File: src/rtl/srwp_pkg.sv
package srwp_pkg;

   // Width of a down-counter that must hold values 0 .. n-1
   function automatic int cnt_width(input int n);
      int w;
      w = 1;
      while ((1 << w) < n) w++;
      return w;
   endfunction

   typedef enum logic [1:0] {
      GATE_IDLE   = 2'b00,
      GATE_ACCEPT = 2'b01,
      GATE_REFUSE = 2'b10
   } gate_t;

endpackage

File: src/rtl/srwp_gate.sv
module srwp_gate
   import srwp_pkg::*;
(
   input  logic  req,
   input  logic  busy,
   input  logic  prot_en,
   input  logic  wp_line,
   output gate_t verdict
);

   logic blocked;

   // The pin counts only when the stored enable field is set
   assign blocked = busy | (prot_en & ~wp_line);

   always_comb begin
      if (!req)         verdict = GATE_IDLE;
      else if (blocked) verdict = GATE_REFUSE;
      else              verdict = GATE_ACCEPT;
   end

endmodule

File: src/rtl/srwp_cycle_timer.sv
module srwp_cycle_timer
   import srwp_pkg::*;
#(
   parameter int CYCLES = 4
) (
   input  logic clk,
   input  logic rst_n,
   input  logic start,
   output logic busy,
   output logic last
);

   localparam int CW = cnt_width(CYCLES);

   generate
      if (CYCLES < 1) begin : g_bad
         $error("srwp_cycle_timer: CYCLES must be at least 1");
      end

      if (CYCLES == 1) begin : g_single
         always_ff @(posedge clk or negedge rst_n) begin
            if (!rst_n)     busy <= 1'b0;
            else if (start) busy <= 1'b1;
            else            busy <= 1'b0;
         end
         assign last = busy;
      end else begin : g_count
         logic [CW-1:0] cnt;
         always_ff @(posedge clk or negedge rst_n) begin
            if (!rst_n) begin
               busy <= 1'b0;
               cnt  <= '0;
            end else if (start) begin
               busy <= 1'b1;
               cnt  <= CW'(CYCLES - 1);
            end else if (busy) begin
               if (cnt == '0) busy <= 1'b0;
               else           cnt  <= cnt - 1'b1;
            end
         end
         assign last = busy && (cnt == '0);

         // A running cycle keeps going until its final clock
         assert_no_abort_R4: assert property (@(posedge clk) disable iff (!rst_n)
            busy && !last |=> busy);
      end
   endgenerate

   assert_start_raises_busy_R2: assert property (@(posedge clk) disable iff (!rst_n)
      start |=> busy);
   assert_end_drops_busy_R6: assert property (@(posedge clk) disable iff (!rst_n)
      last && !start |=> !busy);

endmodule

File: src/rtl/srwp_store.sv
module srwp_store #(
   parameter int W = 8
) (
   input  logic         clk,
   input  logic         rst_n,
   input  logic         load,
   input  logic [W-1:0] d,
   input  logic         commit,
   output logic [W-1:0] q
);

   logic [W-1:0] pend;

   always_ff @(posedge clk or negedge rst_n) begin
      if (!rst_n) begin
         pend <= '0;
         q    <= '0;
      end else begin
         if (load)   pend <= d;
         if (commit) q    <= pend;
      end
   end

   assert_commit_value_R6: assert property (@(posedge clk) disable iff (!rst_n)
      commit |=> q == $past(pend));
   assert_hold_value_R6: assert property (@(posedge clk) disable iff (!rst_n)
      !commit |=> $stable(q));

endmodule

File: src/rtl/sr_wprot_ctrl.sv
module sr_wprot_ctrl
   import srwp_pkg::*;
#(
   parameter int REG_W      = 8,
   parameter int EN_BIT     = 7,
   parameter int CYCLE_CLKS = 4
) (
   input  logic             clk,
   input  logic             rst_n,
   input  logic             wp_line,
   input  logic             wr_req,
   input  logic [REG_W-1:0] wr_data,
   output logic [REG_W-1:0] reg_q,
   output logic             busy,
   output logic             reject
);

   generate
      if (REG_W < 2) begin : g_bad_w
         $error("sr_wprot_ctrl: REG_W must be at least 2");
      end
      if (EN_BIT >= REG_W || EN_BIT < 0) begin : g_bad_bit
         $error("sr_wprot_ctrl: EN_BIT outside the register");
      end
      if (CYCLE_CLKS < 1) begin : g_bad_cyc
         $error("sr_wprot_ctrl: CYCLE_CLKS must be at least 1");
      end
   endgenerate

   gate_t verdict;
   logic  accept;
   logic  last;
   logic  prot_en;

   assign prot_en = reg_q[EN_BIT];

   srwp_gate u_gate (
      .req     (wr_req),
      .busy    (busy),
      .prot_en (prot_en),
      .wp_line (wp_line),
      .verdict (verdict)
   );

   assign accept = (verdict == GATE_ACCEPT);

   srwp_cycle_timer #(.CYCLES(CYCLE_CLKS)) u_timer (
      .clk   (clk),
      .rst_n (rst_n),
      .start (accept),
      .busy  (busy),
      .last  (last)
   );

   srwp_store #(.W(REG_W)) u_store (
      .clk    (clk),
      .rst_n  (rst_n),
      .load   (accept),
      .d      (wr_data),
      .commit (last),
      .q      (reg_q)
   );

   always_ff @(posedge clk or negedge rst_n) begin
      if (!rst_n) reject <= 1'b0;
      else        reject <= (verdict == GATE_REFUSE);
   end

   assert_protect_refuse_R1: assert property (@(posedge clk) disable iff (!rst_n)
      wr_req && !busy && prot_en && !wp_line |=> reject && !busy && $stable(reg_q));
   assert_pin_high_accept_R2: assert property (@(posedge clk) disable iff (!rst_n)
      wr_req && !busy && wp_line |=> busy && !reject);
   assert_pin_ignored_R3: assert property (@(posedge clk) disable iff (!rst_n)
      wr_req && !busy && !prot_en |=> busy && !reject);
   assert_busy_refuse_R7: assert property (@(posedge clk) disable iff (!rst_n)
      wr_req && busy |=> reject);
   assert_reject_pulse_R8: assert property (@(posedge clk) disable iff (!rst_n)
      !wr_req |=> !reject);

endmodule

File: config.mk
export PLATFORM = sky130hd
export DESIGN_NAME = sr_wprot_ctrl
export DESIGN_NICKNAME = d
export VERILOG_FILES = /design/src/rtl/srwp_pkg.sv /design/src/rtl/srwp_gate.sv /design/src/rtl/srwp_cycle_timer.sv /design/src/rtl/srwp_store.sv /design/src/rtl/sr_wprot_ctrl.sv
export SDC_FILE = /design/constraint.sdc
export NUM_CORES = 1
export LEC_CHECK = 0
export ABC_AREA = 1
export BUFFER_PORTS_ARGS = -buffer_cell sky130_fd_sc_hd__buf_4
export CAP_MARGIN = 5
export CORE_UTILIZATION = 53
export CTS_CLUSTER_SIZE = 25
export DETAILED_ROUTE_END_ITERATION = 16
export HOLD_SLACK_MARGIN = 0.12
export PLACE_DENSITY = 0.8
export SKIP_LAST_GASP = 1
export SLEW_MARGIN = 10
export SYNTH_ARGS = -nofsm -noshare
export SYNTH_HDL_FRONTEND = slang
export SYNTH_SLANG_ARGS = --single-unit
export TNS_END_PERCENT = 100
File: constraint.sdc
create_clock -name clk -period 1.8 [get_ports clk]
set_input_delay 0 -clock clk [delete_from_list [all_inputs] [get_ports clk]]
set_output_delay 0 -clock clk [all_outputs]
set_load 0.01 [all_outputs]
==> key figures, run 1 <==
Routing
  • Via count: 811
  • Pre-antenna DRT Iters: 10
  • Wire per inst: 14.9 µm
  • Residual DRC: 1
  • Final ANT Viol Nets: 0
  • Final wirelength: 2210 µm
  • Initial drt markers: 21
  • Vias per cell: 5.48

Synthesis
  • Yosys reg bits: 20
  • Netlist cell types: 13
  • Synth warn: 0
  • Net Count, Synth: 105
  • Synth top area share: 59.3%
  • Synth area leaders: dfrtp_1, nand2_1, nand3_1
  • Avg Inst Size Synth: 9.17 µm²
  • Sequential fraction of the synthesis area: 59.3%
  • Synth Instances: 92
  • Post-Syn Area: 843 µm²
  • Biggest area consumer among synthesized cells: dfrtp_1

Final layout
  • Layout cells sized above 1: 22.0%
  • Fill cells: 90
  • Nets@finish: 146
  • Most frequent cells in the layout: nand2_1, buf_4, dlygate4sd3_1
  • Finished Core Util: 82.1%
  • Antenna cell count: 0
  • Area delta synth->final: 45.0%
  • Commonest non-fill, non-tap cell in the layout: nand2_1

Clocking
  • CTS buffer count: 3
  • Worst-Skew Late Latency: 0.30 ns
  • Clock transition at path regs: 0.11 ns
  • Root buffer cell: clkbuf_4
  • Max Buffers Root-to-Sink: 2
  • Htree depth: 1
  • Sinks on Clock Net: 20
  • CTS tree: done

Timing
  • Slew HR: 42.4%
  • Crit share post-route: 89.0%
  • Final setup viols: 0
  • RSZ-0062 raised after global routing: no
  • Setup Total Neg Slack: 0 ns
  • Endpoints failing hold: 0
  • Final Skew: 0.00218 ns
  • Slew @ Worst Pin: 0.861 ns
  • Final Max Slew Viols: 0
  • Crit path time final: 1.60 ns
  • Worst Hold Slack: 0.293 ns
  • F_max: 624 MHz

Power
  • Power Total: 1760 µW
  • Highest ir drop seen on vdd: 0.000935 V
  • Pwr/cell area: 1440 nW/µm²
  • Sw Pwr: 674 µW
  • P_leak: 0.000638 µW
  • Comb pwr share: 39.5%
  • Sequential fraction of design power: 45.7%
  • P_int: 1090 µW
  • Switching share of power: 38.3%
  • Clk pwr share: 14.8%

Worst setup path
  • Crit path kind: flop to flop
  • WP data required: 2.05 ns
  • CP max stage cell: dlygate4sd3_1
  • CP delay by family, top: buffers and inverters
  • Critical Path, Cell by Cell: inv_2, nand4_1, dlygate4sd3_1, nand2_1
  • Worst path bufs/invs: 2
  • Crit start category: flop
  • Worst setup EP type: flop
  • Critical Path Max Stage Delay: 0.62 ns
  • Critical path arrival: 1.85 ns
  • Critical path peak fanout: 14

Global routing
  • Vias in the first global route: 770
  • Initial antenna violation count: 0
  • Pin count of the biggest net entering global routing: 21
  • First-pass GRT wire length: 3620 µm
  • GRT overflow: 0
  • Total global-route track usage: 29.1%

Die
  • Core Rows: 14
  • Die Span Y: 41.9 µm
  • Boundary Pins: 22
  • Die area: 1750 µm²
  • Chip Width: 41.9 µm
  • Initial Util: 56.6%
  • Core area: 1490 µm²

Placed design
  • Routability cong.: 0.785
  • Port-buffer cells: 21
  • Dpl hpwl: 1140 µm

Run status
  • Status: finished, violations left
  • Failing checks: design-rule violations

Job
  • Max-cap viol count: 0

Worst hold path
  • Worst hold path type: input pin to flop
worst reg2reg max path: stages (launching register included):
cell	delay (ns)
dfrtp_2	0.51
inv_2	0.19
nand4_1	0.16
dlygate4sd3_1	0.62
nand2_1	0.07
synth_stat cells:
cell and count:
nand2_2 1, buf_4 2, nand3_1 11, nand3_2 1
a21boi_0 1, inv_2 1, nand2_1 39, ha_1 1
inv_1 4, buf_2 2, nand4_1 8, buf_6 1
dfrtp_1 20
routing by layer:
| layer | vias up | share of wire, % | global-route usage (%) |
|---|---|---|---|
| met1 | 380 | 39 | 34.9 |
| met5 | - | 0 | 0 |
| met2 | 43 | 50 | 45.9 |
| met3 | 11 | 5.5 | 5.65 |
| li1 | 377 | - | - |
| met4 | 0 | 4.6 | 21.9 |
through the flow:
step | std cells | worst slack, ns | area (µm²)
global route | 148 | 0.121 | 1220
finish | 148 | 0.197 | 1220
global placement | 124 | 0.566 | 985
detailed placement | 124 | 0.489 | 985
floorplan | 92 | 0.706 | 843
CTS | 148 | 0.190 | 1220
path summary, 6_finish.rpt:
check | startpoint | to | slack [ns] | cells after the start
hold / removal | wp_line | u_timer.busy$_DFF_PN0_ | 0.29 | 5
max in group asynchronous | rst_n | u_timer.busy$_DFF_PN0_ | 0.34 | 3
setup reg to reg | u_timer.busy$_DFF_PN0_ | u_store.pend[3]$_DFFE_PN0N_ | 0.20 | 4
hold reg to reg | u_store.q[5]$_DFFE_PN0P_ | u_store.q[5]$_DFFE_PN0P_ | 0.48 | 2
min in group asynchronous | rst_n | u_store.q[7]$_DFFE_PN0P_ | 0.88 | 3
setup / recovery | u_timer.busy$_DFF_PN0_ | u_store.pend[3]$_DFFE_PN0N_ | 0.20 | 4
sequential cells by signal (all words and copies together) (netlist names):
signal,cells
u_store.pend,8
u_timer.busy,1
reject,1
u_store.q,8
u_timer.g_count.cnt,2
power by group through the flow:
| stage | Combinational, µW | Sequential (µW) | Clock [µW] |
|---|---|---|---|
| 2_1_floorplan | 398 | 783 | 0 |
| 3_3_place_gp | 580 | 789 | 0 |
| 3_5_place_dp | 604 | 800 | 0 |
| 4_1_cts | 670 | 791 | 259 |
| 5_1_grt | 769 | 827 | 284 |
| 6_report | 696 | 805 | 260 |
logic make-up after synthesis:
logic type | share of synthesized area, %
compound gates | 0.891
fa+ha+maj | 1.48
buf+inv | 6.53
flops | 59.3
simple gates | 31.8
what timing repair did:
item,4_1_cts,5_1_grt
hold buffers,20,0
resized for setup,0,1
setup endpoints to repair,0,1
hold endpoints to repair,29,0
setup buffers,0,0
final cells by class:
type	count	area (µm²)	share of cell area, %
multi-input combinational	62	288	23.5
sequential	20	502	41.0
clock buffer	4	36.3	2.97
timing repair buffer	41	358	29.3
inverter	5	18.8	1.54
tap	16	20.0	1.64
Power figures use the tool's default switching activity.
==> run 2, diff against run 1 <==
--- a/config.mk
+++ b/config.mk
@@ -6,13 +6,14 @@
 export NUM_CORES = 1
 export LEC_CHECK = 0
 export ABC_AREA = 1
-export BUFFER_PORTS_ARGS = -buffer_cell sky130_fd_sc_hd__buf_4
 export CAP_MARGIN = 5
-export CORE_UTILIZATION = 53
+export CORE_ASPECT_RATIO = 1.5
+export CORE_UTILIZATION = 40
+export CTS_BUF_LIST = sky130_fd_sc_hd__clkbuf_16
 export CTS_CLUSTER_SIZE = 25
 export DETAILED_ROUTE_END_ITERATION = 16
+export DONT_BUFFER_PORTS = 1
 export HOLD_SLACK_MARGIN = 0.12
-export PLACE_DENSITY = 0.8
 export SKIP_LAST_GASP = 1
 export SLEW_MARGIN = 10
 export SYNTH_ARGS = -nofsm -noshare
==> run 2 against run 1 <==
  * The flow now finishes without violations
  * Highest routed layer unchanged
  * Global-route usage down 12 points
  * Largest power group unchanged
  * First-iteration DRC count is 4.8% higher
  * Non-clock buffer count fell by 30
  * Die area up 31%
  * Critical path depth decreased by 1
  * Via count down 23%
  * Utilization down 31 points
  * Final area decreased by 17%
  * Sequential share of layout area increased by 8.0 points
  * Critical endpoint is now reject$_DFF_PN0_
  * Clock power up 68%
==> key figures, run 2 (synthesis results as in run 1) <==
Run status
  • Status: finished clean

Timing
  • Final Max Slew Viols: 0
  • Final setup viols: 0
  • Endpoints failing hold: 0
  • Crit share post-route: 90.8%
  • RSZ-0062 raised after global routing: no
  • Slew HR: 42.3%
  • Final Skew: 0.000973 ns
  • Slew @ Worst Pin: 0.863 ns
  • F_max: 612 MHz
  • Crit path time final: 1.63 ns
  • Setup Total Neg Slack: 0 ns

Placed design
  • Dpl hpwl: 1050 µm
  • Placed Cells: 109
  • Port-buffer cells: 0
  • Routability cong.: 0.729

Final layout
  • Commonest non-fill, non-tap cell in the layout: nand2_1
  • Antenna cell count: 0
  • Layout cells sized above 1: 5.94%
  • Most frequent cells in the layout: nand2_1, dfrtp_1, nand3_1, dlygate4sd3_1, nand4_1
  • Area delta synth->final: 20.9%
  • Post-Layout Cell Count: 123
  • Largest registers: u_store.pend x8, u_store.q x8, u_timer.g_count.cnt x2
  • Nets@finish: 116

Routing
  • Residual DRC: 0
  • Vias per cell: 5.11
  • Initial drt markers: 22
  • Via count: 628
  • Wire per inst: 13.0 µm
  • Final ANT Viol Nets: 0
  • Final wirelength: 1600 µm
  • Pre-antenna DRT Iters: 4

Global routing
  • First-pass GRT wire length: 2760 µm
  • GRT overflow: 0
  • Initial antenna violation count: 0
  • Total global-route track usage: 17.3%
  • Vias in the first global route: 660
  • Pin count of the biggest net entering global routing: 21

Worst setup path
  • CP max stage cell: dfrtp_1
  • WP data required: 1.99 ns
  • Crit path launch: u_timer.busy$_DFF_PN0_
  • Critical Path, Cell by Cell: inv_2, a21boi_0, dlygate4sd3_1
  • Worst r2r path cells: 3
  • Worst setup EP type: flop
  • Total stage count of the critical path: 3
  • Worst path bufs/invs: 2
  • R2R Path Start: u_timer.busy$_DFF_PN0_
  • Crit start category: flop
  • Critical path peak fanout: 14
  • Crit path to: reject$_DFF_PN0_
  • R2r setup slk: 0.17 ns
  • Crit path kind: flop to flop
  • Critical path arrival: 1.82 ns
  • Critical Path Max Stage Delay: 0.63 ns
  • Worst R2R End: reject$_DFF_PN0_
  • CP delay by family, top: buffers and inverters

Die
  • Core area: 2000 µm²
  • Die area: 2300 µm²
  • Core Rows: 20
  • Chip Width: 39.5 µm
  • Initial Util: 42.1%
  • Boundary Pins: 22
  • Die Span Y: 58.2 µm

Clocking
  • CTS buffer count: 3
  • Clock transition at path regs: 0.05 ns
  • Sinks on Clock Net: 20
  • Post-CTS setup buffer count: 0
  • Root buffer cell: clkbuf_16
  • Hold buffer count at cts: 11
  • PostCTS Resize Cnt: 0
  • Htree depth: 1
  • CTS tree: done
  • Max Buffers Root-to-Sink: 2
  • Worst-Skew Late Latency: 0.25 ns

Power
  • Highest ir drop seen on vdd: 0.000788 V
  • P_leak: 0.000533 µW
  • Power Total: 1710 µW
  • Pwr/cell area: 1680 nW/µm²

Worst hold path
  • Worst hold path type: input pin to flop

Job
  • Max-cap viol count: 0
## run 2: through the flow
stage          cell area (µm²)  util, %  hold WS (ns)  setup slack (ns)
6_report                  1020     50.9         0.134             0.166
5_1_grt                   1020     50.9         0.179            0.0263
4_1_cts                   1020     50.9         0.134             0.146
3_5_place_dp               835     41.7        -0.295             0.495
3_3_place_gp               835     41.7        -0.295             0.494
2_1_floorplan              843        -        -0.296             0.706
## run 2: how the worst min path moves through the flow
stage | startpoint | endpoint | slack [ns] | cells after the start
CTS | wp_line | u_store.pend[5]$_DFFE_PN0N_ | 0.13 | 4
finish | wp_line | u_store.pend[5]$_DFFE_PN0N_ | 0.13 | 4
global route | wp_line | u_store.pend[5]$_DFFE_PN0N_ | 0.18 | 4
floorplan | rst_n | reject$_DFF_PN0_ | -0.30 | 0
global placement | rst_n | u_timer.g_count.cnt[1]$_DFFE_PN0P_ | -0.30 | 0
detailed placement | rst_n | u_timer.g_count.cnt[1]$_DFFE_PN0P_ | -0.30 | 0
## run 2: worst reg2reg max path, cell delays in order, from the launching register on
cell and delay [ns]:
dfrtp_1 0.63, inv_2 0.19, a21boi_0 0.19, dlygate4sd3_1 0.56
## run 2: layout make-up
class | instances | area, µm²
fill | 184 | 982
sequential | 20 | 500
multi-input combinational | 62 | 288
timing repair buffer | 11 | 110
clock buffer | 3 | 75.1
tap | 22 | 27.5
inverter | 5 | 18.8
## run 2: where the power goes
part | switching [µW] | internal, µW | leakage (µW)
clock | 146 | 292 | 0.0000370
combinational | 265 | 167 | 0.000248
sequential | 195 | 648 | 0.000248
## run 2: routing by layer
| layer | track usage, % | routed length, µm |
|---|---|---|
| met1 | 20.8 | 706 |
| met2 | 27.9 | 781 |
| met3 | 4.98 | 94 |
| met4 | 7.39 | 14 |
| met5 | 0 | 0 |
